<file path="src/rtl/nand_regif_pkg.sv">
// Package: shared offsets, control bit indices and sequencer states for
// the NAND register interface. Assumes an 8-bit offset space.
package nand_regif_pkg;
    localparam logic [7:0] OFS_LP_LO = 8'h00;
    localparam logic [7:0] OFS_LP_HI = 8'h04;
    localparam logic [7:0] OFS_CPAR  = 8'h08;
    localparam logic [7:0] OFS_CNT   = 8'h0C;
    localparam logic [7:0] OFS_CLR   = 8'h10;
    localparam logic [7:0] OFS_DATA  = 8'h14;
    localparam logic [7:0] OFS_CTL   = 8'h18;

    localparam int CTL_CE0 = 0;
    localparam int CTL_CLE = 1;
    localparam int CTL_ALE = 2;
    localparam int CTL_WP  = 3;
    localparam int CTL_CE1 = 4;
    localparam int CTL_RDY = 5;

    typedef enum logic [1:0] {
        SEQ_IDLE = 2'd0,
        SEQ_RD1  = 2'd1,
        SEQ_GAP  = 2'd2,
        SEQ_RD2  = 2'd3
    } seq_state_e;
endpackage

</file>
<file path="src/rtl/nand_ecc_acc.sv">
// Running Hamming-style code over bytes moved through the data port.
// Keeps column parity, two line-parity bytes and a byte counter, and
// presents the line bytes interleaved across two readback words.
// Assumes clr and feed are never high in the same cycle (clr wins).
module nand_ecc_acc #(
    parameter int BYTE_W = 8,
    parameter int LP_W   = 8,
    parameter int CNT_W  = 16
) (
    input  logic              clk,
    input  logic              rst_n,
    input  logic              clr,
    input  logic              feed,
    input  logic [BYTE_W-1:0] feed_byte,
    output logic [LP_W-1:0]   lp_lo_rd,
    output logic [LP_W-1:0]   lp_hi_rd,
    output logic [BYTE_W-1:0] cp_rd,
    output logic [BYTE_W-1:0] cnt_rd
);
    localparam int COL_LOG = $clog2(BYTE_W);
    localparam int CP_W    = 2 * COL_LOG;
    localparam int HALF    = LP_W / 2;

    logic [LP_W-1:0]  lpa_q, lpb_q;
    logic [CP_W-1:0]  cp_q, cp_step;
    logic [CNT_W-1:0] cnt_q;

    // Column parity contribution of the incoming byte.
    always_comb begin
        cp_step = '0;
        for (int k = 0; k < COL_LOG; k++) begin
            for (int j = 0; j < BYTE_W; j++) begin
                if (feed_byte[j]) begin
                    cp_step[2*k + ((j >> k) & 1)] = ~cp_step[2*k + ((j >> k) & 1)];
                end
            end
        end
    end

    // Accumulate code state per byte, clear on request or reset.
    always_ff @(posedge clk) begin
        if (!rst_n || clr) begin
            lpa_q <= '0;
            lpb_q <= '0;
            cp_q  <= '0;
            cnt_q <= '0;
        end else if (feed) begin
            cnt_q <= cnt_q + 1'b1;
            cp_q  <= cp_q ^ cp_step;
            if (^feed_byte) begin
                lpa_q <= lpa_q ^ cnt_q[LP_W-1:0];
                lpb_q <= lpb_q ^ ~cnt_q[LP_W-1:0];
            end
        end
    end

    // Interleave the two line bytes: upper halves low word, lower halves high word.
    for (genvar g = 0; g < HALF; g++) begin : g_ilv
        assign lp_lo_rd[2*g]   = lpa_q[HALF+g];
        assign lp_lo_rd[2*g+1] = lpb_q[HALF+g];
        assign lp_hi_rd[2*g]   = lpa_q[g];
        assign lp_hi_rd[2*g+1] = lpb_q[g];
    end

    assign cp_rd  = {{(BYTE_W-CP_W){1'b0}}, cp_q};
    assign cnt_rd = cnt_q[BYTE_W-1:0];

    // each fed byte moves the counter by exactly one.
    a_r7_count_step: assert property (@(posedge clk) disable iff (!rst_n)
        (feed && !clr) |=> (cnt_q == CNT_W'($past(cnt_q) + 1'b1)));
    // a byte of even parity leaves both line bytes alone.
    a_r9_even_keeps_lines: assert property (@(posedge clk) disable iff (!rst_n)
        (feed && !clr && !(^feed_byte)) |=> ($stable(lpa_q) && $stable(lpb_q)));
    // a clear leaves the whole code state at zero.
    a_r10_clear_zero: assert property (@(posedge clk) disable iff (!rst_n)
        clr |=> (cnt_q == '0 && cp_q == '0 && lpa_q == '0 && lpb_q == '0));
endmodule

</file>
<file path="src/rtl/nand_ctl_reg.sv">
// Control register: stores the flash pin levels written by software and
// drives them out. The ready bit is never stored; reads substitute the
// live ready input. Assumes the write strobe lasts one cycle.
module nand_ctl_reg #(
    parameter int CTL_W = 8
) (
    input  logic             clk,
    input  logic             rst_n,
    input  logic             we,
    input  logic [CTL_W-1:0] wdata,
    input  logic             rdy,
    output logic [CTL_W-1:0] ctl_rd,
    output logic             fl_cle,
    output logic             fl_ale,
    output logic             fl_ce_n,
    output logic             fl_wp
);
    import nand_regif_pkg::*;

    localparam logic [CTL_W-1:0] RDY_MASK = CTL_W'(1) << CTL_RDY;

    logic [CTL_W-1:0] ctl_q;

    // Store the written byte with the ready position cleared.
    always_ff @(posedge clk) begin
        if (!rst_n) begin
            ctl_q <= '0;
        end else if (we) begin
            ctl_q <= wdata & ~RDY_MASK;
        end
    end

    assign ctl_rd  = ctl_q | (rdy ? RDY_MASK : '0);
    assign fl_cle  = ctl_q[CTL_CLE];
    assign fl_ale  = ctl_q[CTL_ALE];
    assign fl_wp   = ctl_q[CTL_WP];
    assign fl_ce_n = ctl_q[CTL_CE0] | ctl_q[CTL_CE1];

    // without a write the stored control byte does not move.
    a_r2_hold: assert property (@(posedge clk) disable iff (!rst_n)
        !we |=> $stable(ctl_q));
endmodule

</file>
<file path="src/rtl/nand_io_seq.sv">
// Flash strobe sequencer: turns data-port accesses into single-cycle
// write or read strobes, samples returned bytes and assembles the word
// for 8-bit or 32-bit reads. Assumes no new access while busy is high.
module nand_io_seq #(
    parameter int FL_W   = 8,
    parameter int DATA_W = 32
) (
    input  logic              clk,
    input  logic              rst_n,
    input  logic              wr_go,
    input  logic              rd_go,
    input  logic              rd_wide,
    input  logic [FL_W-1:0]   wbyte,
    input  logic [FL_W-1:0]   fl_io_i,
    output logic [FL_W-1:0]   fl_io_o,
    output logic              fl_io_oe,
    output logic              fl_we_n,
    output logic              fl_re_n,
    output logic              busy,
    output logic              smp_valid,
    output logic [FL_W-1:0]   smp_byte,
    output logic              done,
    output logic [DATA_W-1:0] done_word
);
    import nand_regif_pkg::*;

    localparam int HI_POS = 2 * FL_W;

    seq_state_e      state_q;
    logic            wide_q;
    logic [FL_W-1:0] first_q;

    // Step the read sequence and shape the write pulse.
    always_ff @(posedge clk) begin
        if (!rst_n) begin
            state_q  <= SEQ_IDLE;
            wide_q   <= 1'b0;
            first_q  <= '0;
            fl_io_o  <= '0;
            fl_io_oe <= 1'b0;
            fl_we_n  <= 1'b1;
            fl_re_n  <= 1'b1;
        end else begin
            fl_we_n  <= 1'b1;
            fl_io_oe <= 1'b0;
            case (state_q)
                SEQ_IDLE: begin
                    if (wr_go) begin
                        fl_io_o  <= wbyte;
                        fl_io_oe <= 1'b1;
                        fl_we_n  <= 1'b0;
                    end else if (rd_go) begin
                        fl_re_n <= 1'b0;
                        wide_q  <= rd_wide;
                        state_q <= SEQ_RD1;
                    end
                end
                SEQ_RD1: begin
                    fl_re_n <= 1'b1;
                    first_q <= fl_io_i;
                    state_q <= wide_q ? SEQ_GAP : SEQ_IDLE;
                end
                SEQ_GAP: begin
                    fl_re_n <= 1'b0;
                    state_q <= SEQ_RD2;
                end
                default: begin
                    fl_re_n <= 1'b1;
                    state_q <= SEQ_IDLE;
                end
            endcase
        end
    end

    // Sampling and completion indications for the current cycle.
    always_comb begin
        smp_valid = (state_q == SEQ_RD1) || (state_q == SEQ_RD2);
        smp_byte  = fl_io_i;
        done      = ((state_q == SEQ_RD1) && !wide_q) || (state_q == SEQ_RD2);
        done_word = '0;
        if (state_q == SEQ_RD2) begin
            done_word[FL_W-1:0]          = first_q;
            done_word[HI_POS +: FL_W]    = fl_io_i;
        end else begin
            done_word[FL_W-1:0]          = fl_io_i;
        end
    end

    assign busy = (state_q != SEQ_IDLE) || !fl_we_n;

    // a write strobe lasts exactly one cycle.
    a_r4_we_single: assert property (@(posedge clk) disable iff (!rst_n)
        !fl_we_n |=> fl_we_n);
    // the bus is driven whenever the write strobe is low.
    a_r4_oe_with_we: assert property (@(posedge clk) disable iff (!rst_n)
        !fl_we_n |-> fl_io_oe);
    // a read strobe lasts exactly one cycle.
    a_r5_re_single: assert property (@(posedge clk) disable iff (!rst_n)
        !fl_re_n |=> fl_re_n);
    // never both strobes at once, and no bus drive during a read.
    a_r5_strobe_excl: assert property (@(posedge clk) disable iff (!rst_n)
        !fl_re_n |-> (fl_we_n && !fl_io_oe));
endmodule

</file>
<file path="src/rtl/nand_regif.sv">
// NAND flash register interface top: decodes the register bus, routes
// writes to the control register, the code clear and the strobe
// sequencer, feeds every data-port byte to the code accumulator and
// returns read data with a one-cycle valid pulse. Assumes one access at
// a time: no strobe until the previous read has answered.
module nand_regif #(
    parameter int ADDR_W = 8,
    parameter int DATA_W = 32,
    parameter int FL_W   = 8,
    parameter int LP_W   = 8,
    parameter int CNT_W  = 16
) (
    input  logic              clk,
    input  logic              rst_n,
    input  logic              reg_wr,
    input  logic              reg_rd,
    input  logic              reg_wide,
    input  logic [ADDR_W-1:0] reg_addr,
    input  logic [DATA_W-1:0] reg_wdata,
    output logic [DATA_W-1:0] reg_rdata,
    output logic              reg_rvalid,
    output logic              fl_cle,
    output logic              fl_ale,
    output logic              fl_ce_n,
    output logic              fl_wp,
    output logic              fl_we_n,
    output logic              fl_re_n,
    output logic [FL_W-1:0]   fl_io_o,
    input  logic [FL_W-1:0]   fl_io_i,
    output logic              fl_io_oe,
    input  logic              fl_rdy
);
    import nand_regif_pkg::*;

    logic              hit_data, hit_ctl, hit_clr, hit_known;
    logic              ctl_we, ecc_clr, wr_go, rd_go;
    logic [FL_W-1:0]   ctl_rd, lp_lo, lp_hi, cp_val, cnt_val;
    logic              io_busy, smp_valid, seq_done;
    logic [FL_W-1:0]   smp_byte;
    logic [DATA_W-1:0] seq_word, reg_val;
    logic              ecc_feed;
    logic [FL_W-1:0]   ecc_byte;

    // Offset decode and strobe routing.
    always_comb begin
        hit_data  = (reg_addr == ADDR_W'(OFS_DATA));
        hit_ctl   = (reg_addr == ADDR_W'(OFS_CTL));
        hit_clr   = (reg_addr == ADDR_W'(OFS_CLR));
        hit_known = hit_data || hit_ctl || hit_clr ||
                    (reg_addr == ADDR_W'(OFS_LP_LO)) ||
                    (reg_addr == ADDR_W'(OFS_LP_HI)) ||
                    (reg_addr == ADDR_W'(OFS_CPAR))  ||
                    (reg_addr == ADDR_W'(OFS_CNT));
        ctl_we    = reg_wr && hit_ctl;
        ecc_clr   = reg_wr && hit_clr;
        wr_go     = reg_wr && hit_data;
        rd_go     = reg_rd && hit_data;
        ecc_feed  = wr_go || smp_valid;
        ecc_byte  = wr_go ? reg_wdata[FL_W-1:0] : smp_byte;
    end

    // Readback multiplexer for the non-data registers.
    always_comb begin
        reg_val = '0;
        case (reg_addr)
            ADDR_W'(OFS_LP_LO): reg_val = DATA_W'(lp_lo);
            ADDR_W'(OFS_LP_HI): reg_val = DATA_W'(lp_hi);
            ADDR_W'(OFS_CPAR):  reg_val = DATA_W'(cp_val);
            ADDR_W'(OFS_CNT):   reg_val = DATA_W'(cnt_val);
            ADDR_W'(OFS_CTL):   reg_val = DATA_W'(ctl_rd);
            default:            reg_val = '0;
        endcase
    end

    // Capture read answers and pulse the valid flag.
    always_ff @(posedge clk) begin
        if (!rst_n) begin
            reg_rdata  <= '0;
            reg_rvalid <= 1'b0;
        end else begin
            reg_rvalid <= 1'b0;
            if (seq_done) begin
                reg_rdata  <= seq_word;
                reg_rvalid <= 1'b1;
            end else if (reg_rd && !hit_data) begin
                reg_rdata  <= reg_val;
                reg_rvalid <= 1'b1;
            end
        end
    end

    nand_ctl_reg #(.CTL_W(FL_W)) u_ctl (
        .clk     (clk),
        .rst_n   (rst_n),
        .we      (ctl_we),
        .wdata   (reg_wdata[FL_W-1:0]),
        .rdy     (fl_rdy),
        .ctl_rd  (ctl_rd),
        .fl_cle  (fl_cle),
        .fl_ale  (fl_ale),
        .fl_ce_n (fl_ce_n),
        .fl_wp   (fl_wp)
    );

    nand_io_seq #(.FL_W(FL_W), .DATA_W(DATA_W)) u_seq (
        .clk       (clk),
        .rst_n     (rst_n),
        .wr_go     (wr_go),
        .rd_go     (rd_go),
        .rd_wide   (reg_wide),
        .wbyte     (reg_wdata[FL_W-1:0]),
        .fl_io_i   (fl_io_i),
        .fl_io_o   (fl_io_o),
        .fl_io_oe  (fl_io_oe),
        .fl_we_n   (fl_we_n),
        .fl_re_n   (fl_re_n),
        .busy      (io_busy),
        .smp_valid (smp_valid),
        .smp_byte  (smp_byte),
        .done      (seq_done),
        .done_word (seq_word)
    );

    nand_ecc_acc #(.BYTE_W(FL_W), .LP_W(LP_W), .CNT_W(CNT_W)) u_ecc (
        .clk       (clk),
        .rst_n     (rst_n),
        .clr       (ecc_clr),
        .feed      (ecc_feed),
        .feed_byte (ecc_byte),
        .lp_lo_rd  (lp_lo),
        .lp_hi_rd  (lp_hi),
        .cp_rd     (cp_val),
        .cnt_rd    (cnt_val)
    );

    // the master keeps the bus quiet while a flash transfer runs.
    a_r12_one_access: assert property (@(posedge clk) disable iff (!rst_n)
        io_busy |-> !(reg_wr || reg_rd));
    // an unmapped read answers with zero in the next cycle.
    a_r1_unmapped_zero: assert property (@(posedge clk) disable iff (!rst_n)
        (reg_rd && !hit_known) |=> (reg_rvalid && reg_rdata == '0));
    // never both bus strobes in the same cycle.
    a_r1_strobe_excl: assert property (@(posedge clk) disable iff (!rst_n)
        !(reg_wr && reg_rd));
endmodule

</file>
<file path="config.mk">
export PLATFORM = sky130hd
export DESIGN_NAME = nand_regif
export DESIGN_NICKNAME = d
export VERILOG_FILES = /design/src/rtl/nand_regif_pkg.sv /design/src/rtl/nand_ecc_acc.sv /design/src/rtl/nand_ctl_reg.sv /design/src/rtl/nand_io_seq.sv /design/src/rtl/nand_regif.sv
export SDC_FILE = /design/constraint.sdc
export NUM_CORES = 1
export LEC_CHECK = 0
export BUFFER_PORTS_ARGS = -buffer_cell sky130_fd_sc_hd__buf_4
export CORE_AREA = 4 4 109 111
export CTS_CLUSTER_SIZE = 16
export DETAILED_ROUTE_END_ITERATION = 10
export DIE_AREA = 0 0 113 115
export SLEW_MARGIN = 20
export SYNTH_ARGS = -nofsm -noshare
export SYNTH_HDL_FRONTEND = slang
export SYNTH_SLANG_ARGS = --single-unit
export TNS_END_PERCENT = 1
</file>
<file path="constraint.sdc">
create_clock -name clk -period 3.1 [get_ports clk]
set_clock_uncertainty 0.1 [all_clocks]
set_input_delay 0.155 -clock clk [delete_from_list [all_inputs] [get_ports clk]]
set_output_delay 0.155 -clock clk [all_outputs]
set_load 0.005 [all_outputs]
</file>
==> results of run 1 <==
==> layer usage <==
metal | share of wire [%] | global-route usage [%]
met5 | 0 | 0
met4 | 1.4 | 4.81
met3 | 5.9 | 4.26
met2 | 48 | 29.2
met1 | 45 | 23.0
==> cells in the mapped netlist, drive strengths merged <==
master and n:
a21boi 18, a21o 3, a21oi 12, a22o 9, a22oi 12, a31oi 1
a32o 2, and2 4, and3 5, and4 1, buf 30, clkbuf 19
conb 1, dfxtp 76, ha 1, inv 7, mux2 2, mux2i 27
mux4 3, nand2 78, nand2b 18, nand3 21, nand3b 9, nand4 3
nand4b 1, nor2 16, nor2b 18, nor3 10, nor3b 5, nor4 1
nor4b 4, o2111ai 1, o211a 2, o211ai 5, o21a 2, o21ai 15
o22ai 11, o31a 2, o31ai 2, o32ai 8, or2 2, or3 2
xnor2 26, xor2 10
==> sequential cells by signal, summed over array words and instances (netlist names) <==
signal and count:
u_seq.state_q 2, u_ecc.cnt_q 8, u_ecc.lpa_q 8, u_seq.fl_re_n 1, u_ecc.cp_q 6, u_seq.fl_io_oe 1
u_seq.fl_io_o 8, u_seq.wide_q 1, reg_rdata 16, u_ecc.lpb_q 8, u_seq.first_q 8, u_ctl.ctl_q 7
reg_rvalid 1, u_seq.fl_we_n 1
==> repair_timing <==
item,in CTS,in global routing
hold buffers,16,0
endpoints found under the hold margin,22,0
endpoints found under the setup margin,0,0
==> metrics by stage <==
stage                     instances  hold slack, ns  cell area (sq um)  total power, mW  setup slack, ns
after global placement          678           0.311               4760             1.29            0.899
after global routing            710          0.0153               5110             2.12            0.789
final                           710          0.0209               5110             2.02            0.922
after floorplan                 520           0.200               4340             1.21             1.41
after detailed placement        678           0.331               4760             1.30            0.842
after CTS                       710          0.0110               5110             2.04            0.962
==> final cells by class <==
cell class / count / area [sq um]
Clock buffer: 9 / 124
Sequential cell: 76 / 1520
Timing Repair Buffer: 83 / 663
Clock inverter: 7 / 60.1
Inverter: 7 / 26.3
Fill cell: 1059 / 5680
Tap cell: 140 / 175
Multi-Input combinational cell: 388 / 2540
==> power groups by stage <==
| stage | Sequential, mW | Combinational, mW | Clock (mW) |
|---|---|---|---|
| 2_1_floorplan | 1.01 | 0.197 | 0 |
| 3_3_place_gp | 1.01 | 0.286 | 0 |
| 3_5_place_dp | 1.01 | 0.290 | 0 |
| 4_1_cts | 0.985 | 0.306 | 0.749 |
| 5_1_grt | 0.986 | 0.336 | 0.799 |
| 6_report | 0.985 | 0.308 | 0.726 |
==> kinds of logic after synthesis <==
family	after synthesis	share of synthesized area (%)
flops	76	35.5
buf+inv	56	6.57
other cells	1	0.0875
fa+ha+maj	1	0.292
mux	32	8.41
compound gates	105	17.4
simple gates	198	24.2
xor+xnor	36	7.53
==> final timing paths <==
kind,startpoint,end,slack [ns],cells past startpoint
min reg2reg,u_seq.fl_re_n,u_seq.fl_re_n,0.37,1
min,fl_io_i[3],u_seq.first_q[3],0.02,3
max,reg_wdata[2],u_ecc.lpb_q[7],0.92,8
max reg2reg,u_seq.state_q[0],reg_rdata[23],1.19,4
==> critical path, stage by stage <==
cell and delay (ns):
dlygate4sd3_1 0.56, buf_4 0.17, xnor2_1 0.13, xnor2_1 0.30, xnor2_1 0.26, buf_4 0.25
o32ai_1 0.33, mux2i_1 0.22
==> cell usage in the layout, fill, tap and decap left out, drive strengths merged, types with 10 or more instances in the layout <==
cell type	count
nand3	21
xor2	10
dlygate4sd3	16
a22oi	12
o22ai	11
nand2b	18
o21ai	15
nor2	16
conb	16
nor3	10
nor2b	18
inv	13
a21oi	12
mux2i	27
xnor2	26
a21boi	18
nand2	78
dfxtp	76
buf	67
==> results.sh, run 1 <==
export IMPL_core_area_sq_um=10800
export IMPL_min_period_ns=2.18
export IMPL_p_int_mw=1.42
export IMPL_setup_viol=0
export IMPL_yosysUniqueCellTypes=51
export IMPL_cts_resized=0
export IMPL_slew_headroom_pct=44.4
export IMPL_final_nets=620
export IMPL_first_iter_violations=258
export IMPL_num_vias=3745
export IMPL_netlist_area_leader_share_pct=35.5
export IMPL_numClockSinks=76
export IMPL_status="finished clean"
export IMPL_slew_violations=0
export IMPL_switchingPower_mw=0.601
export IMPL_diodes=0
export IMPL_min_path_type="input port to flop"
export IMPL_yosysTopAreaCell="dfxtp_1"
export IMPL_final_core_util_pct=47.3
export IMPL_via_per_inst=5.27
export IMPL_grt_overflow_total=0
export IMPL_setup_tns_final_ns=0
export IMPL_rsz0062_at_grt="no"
export IMPL_path_clk_slew_ns=0.09
export IMPL_cts_buffer_depth=2
export IMPL_row_count=38
export IMPL_crit_path_start_kind="input port"
export IMPL_crit_type="input port to flop"
export IMPL_critical_path_max_fanout=11
export IMPL_arrival_ns=2.37
export IMPL_cts_buffers=9
export IMPL_cts_setup_buffers=0
export IMPL_ctsHtreeMaxLevel=3
export IMPL_io_buffers=61
export IMPL_dp_hpwl_um=8060
export IMPL_syn_area_sq_um=4290
export IMPL_die_y_um=115
export IMPL_combPwrFrac_pct=15.3
export IMPL_initial_core_util_pct=39.7
export IMPL_areaGrowthSynthToFinish_pct=19.2
export IMPL_boundaryPins=102
export IMPL_die_area_sq_um=13000
export IMPL_grt_usage_pct=17.6
export IMPL_p_seq_share_pct=48.8
export IMPL_worstPathRequired_ns=3.29
export IMPL_fin_crit_sh_pct=70.3
export IMPL_yosysWarnings=0
export IMPL_fp_dieW_um=113
export IMPL_cts_tree="done"
export IMPL_crit_path_end_kind="flop"
export IMPL_grt_antenna_before_repair=0
export IMPL_clock_latency_ns=0.36
export IMPL_detail_route_wl_per_cell_um=15.8
export IMPL_cap_violations=0
export IMPL_max_freq_mhz=459
export IMPL_irDropWorstVdd_mv=0.228
export IMPL_syn_inst=505
export IMPL_layout_drive_gt1_share_pct=17.0
export IMPL_grt_pass1_wl_um=18300
export IMPL_synthTopCellsByArea="dfxtp_1 36%, nand2_1 6.8%, mux2i_1 6.3%"
export IMPL_gp_congestion=0.819
export IMPL_swShare_pct=29.8
export IMPL_hold_viol=0
export IMPL_clock_power_share_pct=36.0
export IMPL_ys_ff_latch=76
export IMPL_cts_root_buf="clkbuf_8"
export IMPL_ys_seq_area_share_pct=35.5
export IMPL_routed_wl_um=11200
export IMPL_p_per_area_nw_per_um2=395
export IMPL_syn_area_per_cell_sq_um=8.49
export IMPL_detail_route_antenna_nets=0
export IMPL_worst_pin_slew_ns=0.830
export IMPL_drc_errors=0
export IMPL_first_global_vias=3527
export IMPL_dr_pass1_iters=5
export IMPL_grt_max_degree=47
export IMPL_p_leak_nw=1.91
Note: power is estimated with default switching activity, not from simulation.
==> run 2: changes to the inputs <==
- clock period: 3.1 -> 2.3 ns (I/O delays scaled with it)
==> results.sh, run 2 (synthesis gave the netlist of run 1 again) <==
export IMPL_detail_route_antenna_nets=0
export IMPL_status="finished clean"
export IMPL_cts_resized=0
export IMPL_die_y_um=115
export IMPL_setup_tns_final_ns=0
export IMPL_worst_pin_slew_ns=1.09
export IMPL_met2_usage_pct=28.7
export IMPL_die_area_sq_um=13000
export IMPL_initial_core_util_pct=39.7
export IMPL_ctsHtreeMaxLevel=3
export IMPL_p_leak_nw=1.97
export IMPL_p_per_area_nw_per_um2=572
export IMPL_dp_hpwl_um=8120
export IMPL_boundaryPins=102
export IMPL_rsz0062_at_grt="no"
export IMPL_routed_wl_um=11100
export IMPL_nFillCells=1036
export IMPL_first_iter_violations=145
export IMPL_multiInputGateArea_sq_um=2540
export IMPL_min_period_ns=1.85
export IMPL_clock_latency_ns=0.36
export IMPL_fin_crit_sh_pct=80.5
export IMPL_top_usage_layer="met2"
export IMPL_gp_congestion=0.815
export IMPL_min_path_type="input port to flop"
export IMPL_cts_buffer_depth=2
export IMPL_arrival_ns=1.99
export IMPL_cts_root_buf="clkbuf_8"
export IMPL_max_flop_register="reg_rdata"
export IMPL_numClockSinks=76
export IMPL_first_global_vias=3446
export IMPL_path_clk_slew_ns=0.07
export IMPL_cap_violations=0
export IMPL_core_area_sq_um=10800
export IMPL_largest_reg_flops=16
export IMPL_crit_type="input port to flop"
export IMPL_crit_path_end_kind="flop"
export IMPL_layout_commonest_cell="nand2_1"
export IMPL_layout_drive_gt1_share_pct=17.5
export IMPL_fin_cells=717
export IMPL_slew_violations=0
export IMPL_grt_pass1_wl_um=17800
export IMPL_grt_antenna_before_repair=0
export IMPL_seq_area_sq_um=1520
export IMPL_io_buffers=61
export IMPL_cts_buffers=9
export IMPL_dp_cells=685
export IMPL_grt_max_degree=47
export IMPL_globalRouteMet3Util_pct=4.53
export IMPL_fp_dieW_um=113
export IMPL_dr_pass1_iters=4
export IMPL_grt_overflow_total=0
export IMPL_cts_tree="done"
export IMPL_max_freq_mhz=540
export IMPL_crit_path_start_kind="input port"
export IMPL_irDropWorstVdd_mv=0.332
export IMPL_row_count=38
export IMPL_grt_usage_pct=17.2
export IMPL_slew_headroom_pct=26.5
export IMPL_final_nets=628
export IMPL_worstPathRequired_ns=2.43
export IMPL_detail_route_wl_per_cell_um=15.5
export IMPL_setup_viol=0
export IMPL_final_core_util_pct=48.4
export IMPL_areaGrowthSynthToFinish_pct=22.0
export IMPL_diodes=0
export IMPL_critical_path_max_fanout=16
export IMPL_hold_viol=0
export IMPL_final_cell_mix="78 x nand2_1, 76 x dfxtp_1, 74 x buf_4"
export IMPL_via_per_inst=5.20
export IMPL_drc_errors=0
export IMPL_met1_usage_pct=21.7
export IMPL_num_vias=3729
run 2: path summary, 6_finish.rpt:
path,from,endpoint,cells after the start,slack [ns]
max,fl_io_i[2],u_ecc.lpa_q[2],8,0.45
min,reg_wr,u_seq.state_q[0],3,0.03
max reg2reg,u_seq.state_q[0],u_ecc.cnt_q[4],4,0.60
min reg2reg,u_seq.fl_io_o[3],u_seq.fl_io_o[3],2,0.36
run 2: cell type report:
cell class | count | area share (%)
multi-input combinational | 388 | 48.6
clock buffer | 11 | 2.71
clock inverter | 4 | 1.87
timing repair buffer | 91 | 13.9
inverter | 7 | 0.503
sequential | 76 | 29.1
tap | 140 | 3.35
run 2: metrics by stage:
stage / total power [mW] / worst slack (ns) / hold WS [ns] / cell area [sq um]
after floorplan: 1.62 / 0.650 / 0.160 / 4340
after global placement: 1.76 / 0.122 / 0.277 / 4820
after detailed placement: 1.77 / 0.112 / 0.290 / 4820
after CTS: 3.03 / 0.472 / 0.0185 / 5230
after global routing: 3.12 / 0.367 / 0.0575 / 5230
final: 2.99 / 0.449 / 0.0337 / 5230
run 2: what timing repair did:
item	in CTS	in global routing
buffers inserted	0	0
hold buffers	17	0
endpoints found under the hold margin	32	0
run 2: worst max-delay path, cell delays in order:
cell and delay (ns):
dlygate4sd3_1 0.53, buf_4 0.16, xor2_1 0.17, xnor2_1 0.32, xnor2_2 0.16, buf_4 0.23
o22ai_1 0.12, mux2i_1 0.17
run 2: power breakdown:
group	switching, mW	total, mW	internal, mW
Combinational	0.237	0.430	0.194
Clock	0.489	1.23	0.745
Sequential	0.00468	1.33	1.32
run 2: metal layers:
layer,part of all wire (%),vias up
li1,-,1873
met1,44,1738
met2,48,103
met3,6.6,15
met4,1.6,0
met5,0,-
==> run 3: changes to the inputs <==
- clock period: 2.3 -> 1.56 ns (I/O delays scaled with it)
==> results.sh, run 3 (synthesis gave the netlist of run 1 again) <==
export IMPL_status="finished clean"
export IMPL_irDropWorstVdd_mv=0.336
export IMPL_ctsHtreeMaxLevel=3
export IMPL_final_nets=664
export IMPL_cts_tree="done"
export IMPL_critical_path_max_fanout=2
export IMPL_largest_reg_flops=16
export IMPL_cts_root_buf="clkbuf_8"
export IMPL_min_path_type="input port to flop"
export IMPL_io_buffers=61
export IMPL_arrival_ns=1.65
export IMPL_r2r_slack_ns=0.05
export IMPL_dpl_worst_slack_ns=-0.174
export IMPL_fp_dieW_um=113
export IMPL_crit_chain="mux4_2 > a22o_1 > a21oi_1 > nor2_1"
export IMPL_slew_violations=0
export IMPL_boundaryPins=102
export IMPL_die_y_um=115
export IMPL_crit_type="flop to flop"
export IMPL_grt_overflow_total=0
export IMPL_first_iter_violations=204
export IMPL_placedInstanceArea_sq_um=5260
export IMPL_max_freq_mhz=664
export IMPL_crit_path_end_kind="flop"
export IMPL_num_vias=3949
export IMPL_met1_length_um=5380
export IMPL_fin_crit_sh_pct=96.6
export IMPL_core_area_sq_um=10800
export IMPL_layout_commonest_cell="buf_4"
export IMPL_dp_hpwl_um=8960
export IMPL_wl_met3_um=721
export IMPL_drc_errors=0
export IMPL_power_mw=4.30
export IMPL_worstPathRequired_ns=1.70
export IMPL_hold_viol=0
export IMPL_detail_route_wl_per_cell_um=15.6
export IMPL_min_delay_path_depth=4
export IMPL_r2r_cells=4
export IMPL_die_area_sq_um=13000
export IMPL_min_period_ns=1.51
export IMPL_setup_ws_ns=0.0530
export IMPL_grt_antenna_before_repair=0
export IMPL_setup_viol=0
export IMPL_row_count=38
export IMPL_path_clk_slew_ns=0.08
export IMPL_maxUsedRoutingLayer="met4"
export IMPL_layout_drive_gt1_share_pct=26.4
export IMPL_detail_route_antenna_nets=0
export IMPL_grt_max_degree=33
export IMPL_clock_latency_ns=0.35
export IMPL_first_global_vias=3814
export IMPL_gp_congestion=0.846
export IMPL_fin_area_sq_um=5500
export IMPL_routed_wl_um=11800
export IMPL_diodes=0
export IMPL_via_per_inst=5.24
export IMPL_p_per_area_nw_per_um2=783
export IMPL_cts_buffer_depth=2
export IMPL_areaGrowthSynthToFinish_pct=28.2
export IMPL_cts_setup_buffers=0
export IMPL_cap_violations=0
export IMPL_grt_pass1_wl_um=19300
export IMPL_crit_path_start_kind="flop"
export IMPL_max_flop_register="reg_rdata"
export IMPL_cts_buffers=9
export IMPL_dr_pass1_iters=7
export IMPL_initial_core_util_pct=39.7
export IMPL_slowest_delay_ns=0.47
export IMPL_met2_wirelength_um=5390
export IMPL_crit_slowest_cell="mux4_2"
export IMPL_numClockSinks=76
export IMPL_grt_usage_pct=18.6
export IMPL_final_cell_mix="121 x buf_4, 77 x nand2_1, 72 x dfxtp_1"
export IMPL_p_leak_nw=2.17
export IMPL_rsz0062_at_grt="yes"
export IMPL_setup_tns_final_ns=0
## run 3: cell count changes in the layout (fill, tap and decap cells not counted), moves of 2 or more
cell / delta
buf_4: +47
buf_12: +4
dfxtp_1: -4
dfxtp_2: +4
dlygate4sd3_1: -16
bufinv_16: -2
clkinv_2: +2
## run 3: final timing paths
kind                                  startpoint          endpoint
worst max register to register    u_ecc.cnt_q[4]      reg_rdata[4]
worst min-delay path                reg_wdata[4]    u_ctl.ctl_q[4]
worst max-delay path              u_ecc.cnt_q[4]      reg_rdata[4]
worst min register to register  u_seq.first_q[7]  u_seq.first_q[7]
## run 3: timing repair
action / 4_1_cts / 5_1_grt
hold endpoints to repair: 1 / 0
hold buffers: 1 / 0
pin swaps: 0 / 1
resized for setup: 1 / 8
gates cloned: 0 / 0
setup endpoints to repair: 2 / 18
## run 3: cell type report
cell class              count  area (sq um)
clock buffers              12           155
clock inverters             4          47.5
fillers                  1043          5300
multi-input cells         388          2550
repair buffers            127          1010
well taps                 140           175
inverters                   7          26.3
flip-flops and latches     76          1530
## run 3: per-stage QoR
stage               util, %  hold slack [ns]  std cells
floorplan                 -            0.123        520
global placement       48.8            0.240        737
detailed placement     48.8            0.251        737
CTS                    50.7          0.00493        754
global route           50.9          0.00809        754
finish                 50.9           0.0178        754
## run 3: report_power, final
part / total (mW) / switching [mW] / internal, mW / leakage [nW]
Combinational: 0.757 / 0.386 / 0.371 / 1.45
Clock: 1.59 / 0.763 / 0.823 / 0.102
Sequential: 1.96 / 0.00683 / 1.95 / 0.616
## run 3: worst max-delay path, delay by kind of cell (launching register included)
kind	cells	cell delay [ns]
mux	1	0.47
compound gates	2	0.43
flops	1	0.33
simple gates	1	0.06
## run 3: metal layers
| metal | vias up | global-route usage (%) |
|---|---|---|
| met5 | - | 0 |
| met4 | 0 | 7.05 |
| met3 | 16 | 4.21 |
| met2 | 124 | 29.7 |
| met1 | 1856 | 24.6 |
| li1 | 1953 | - |
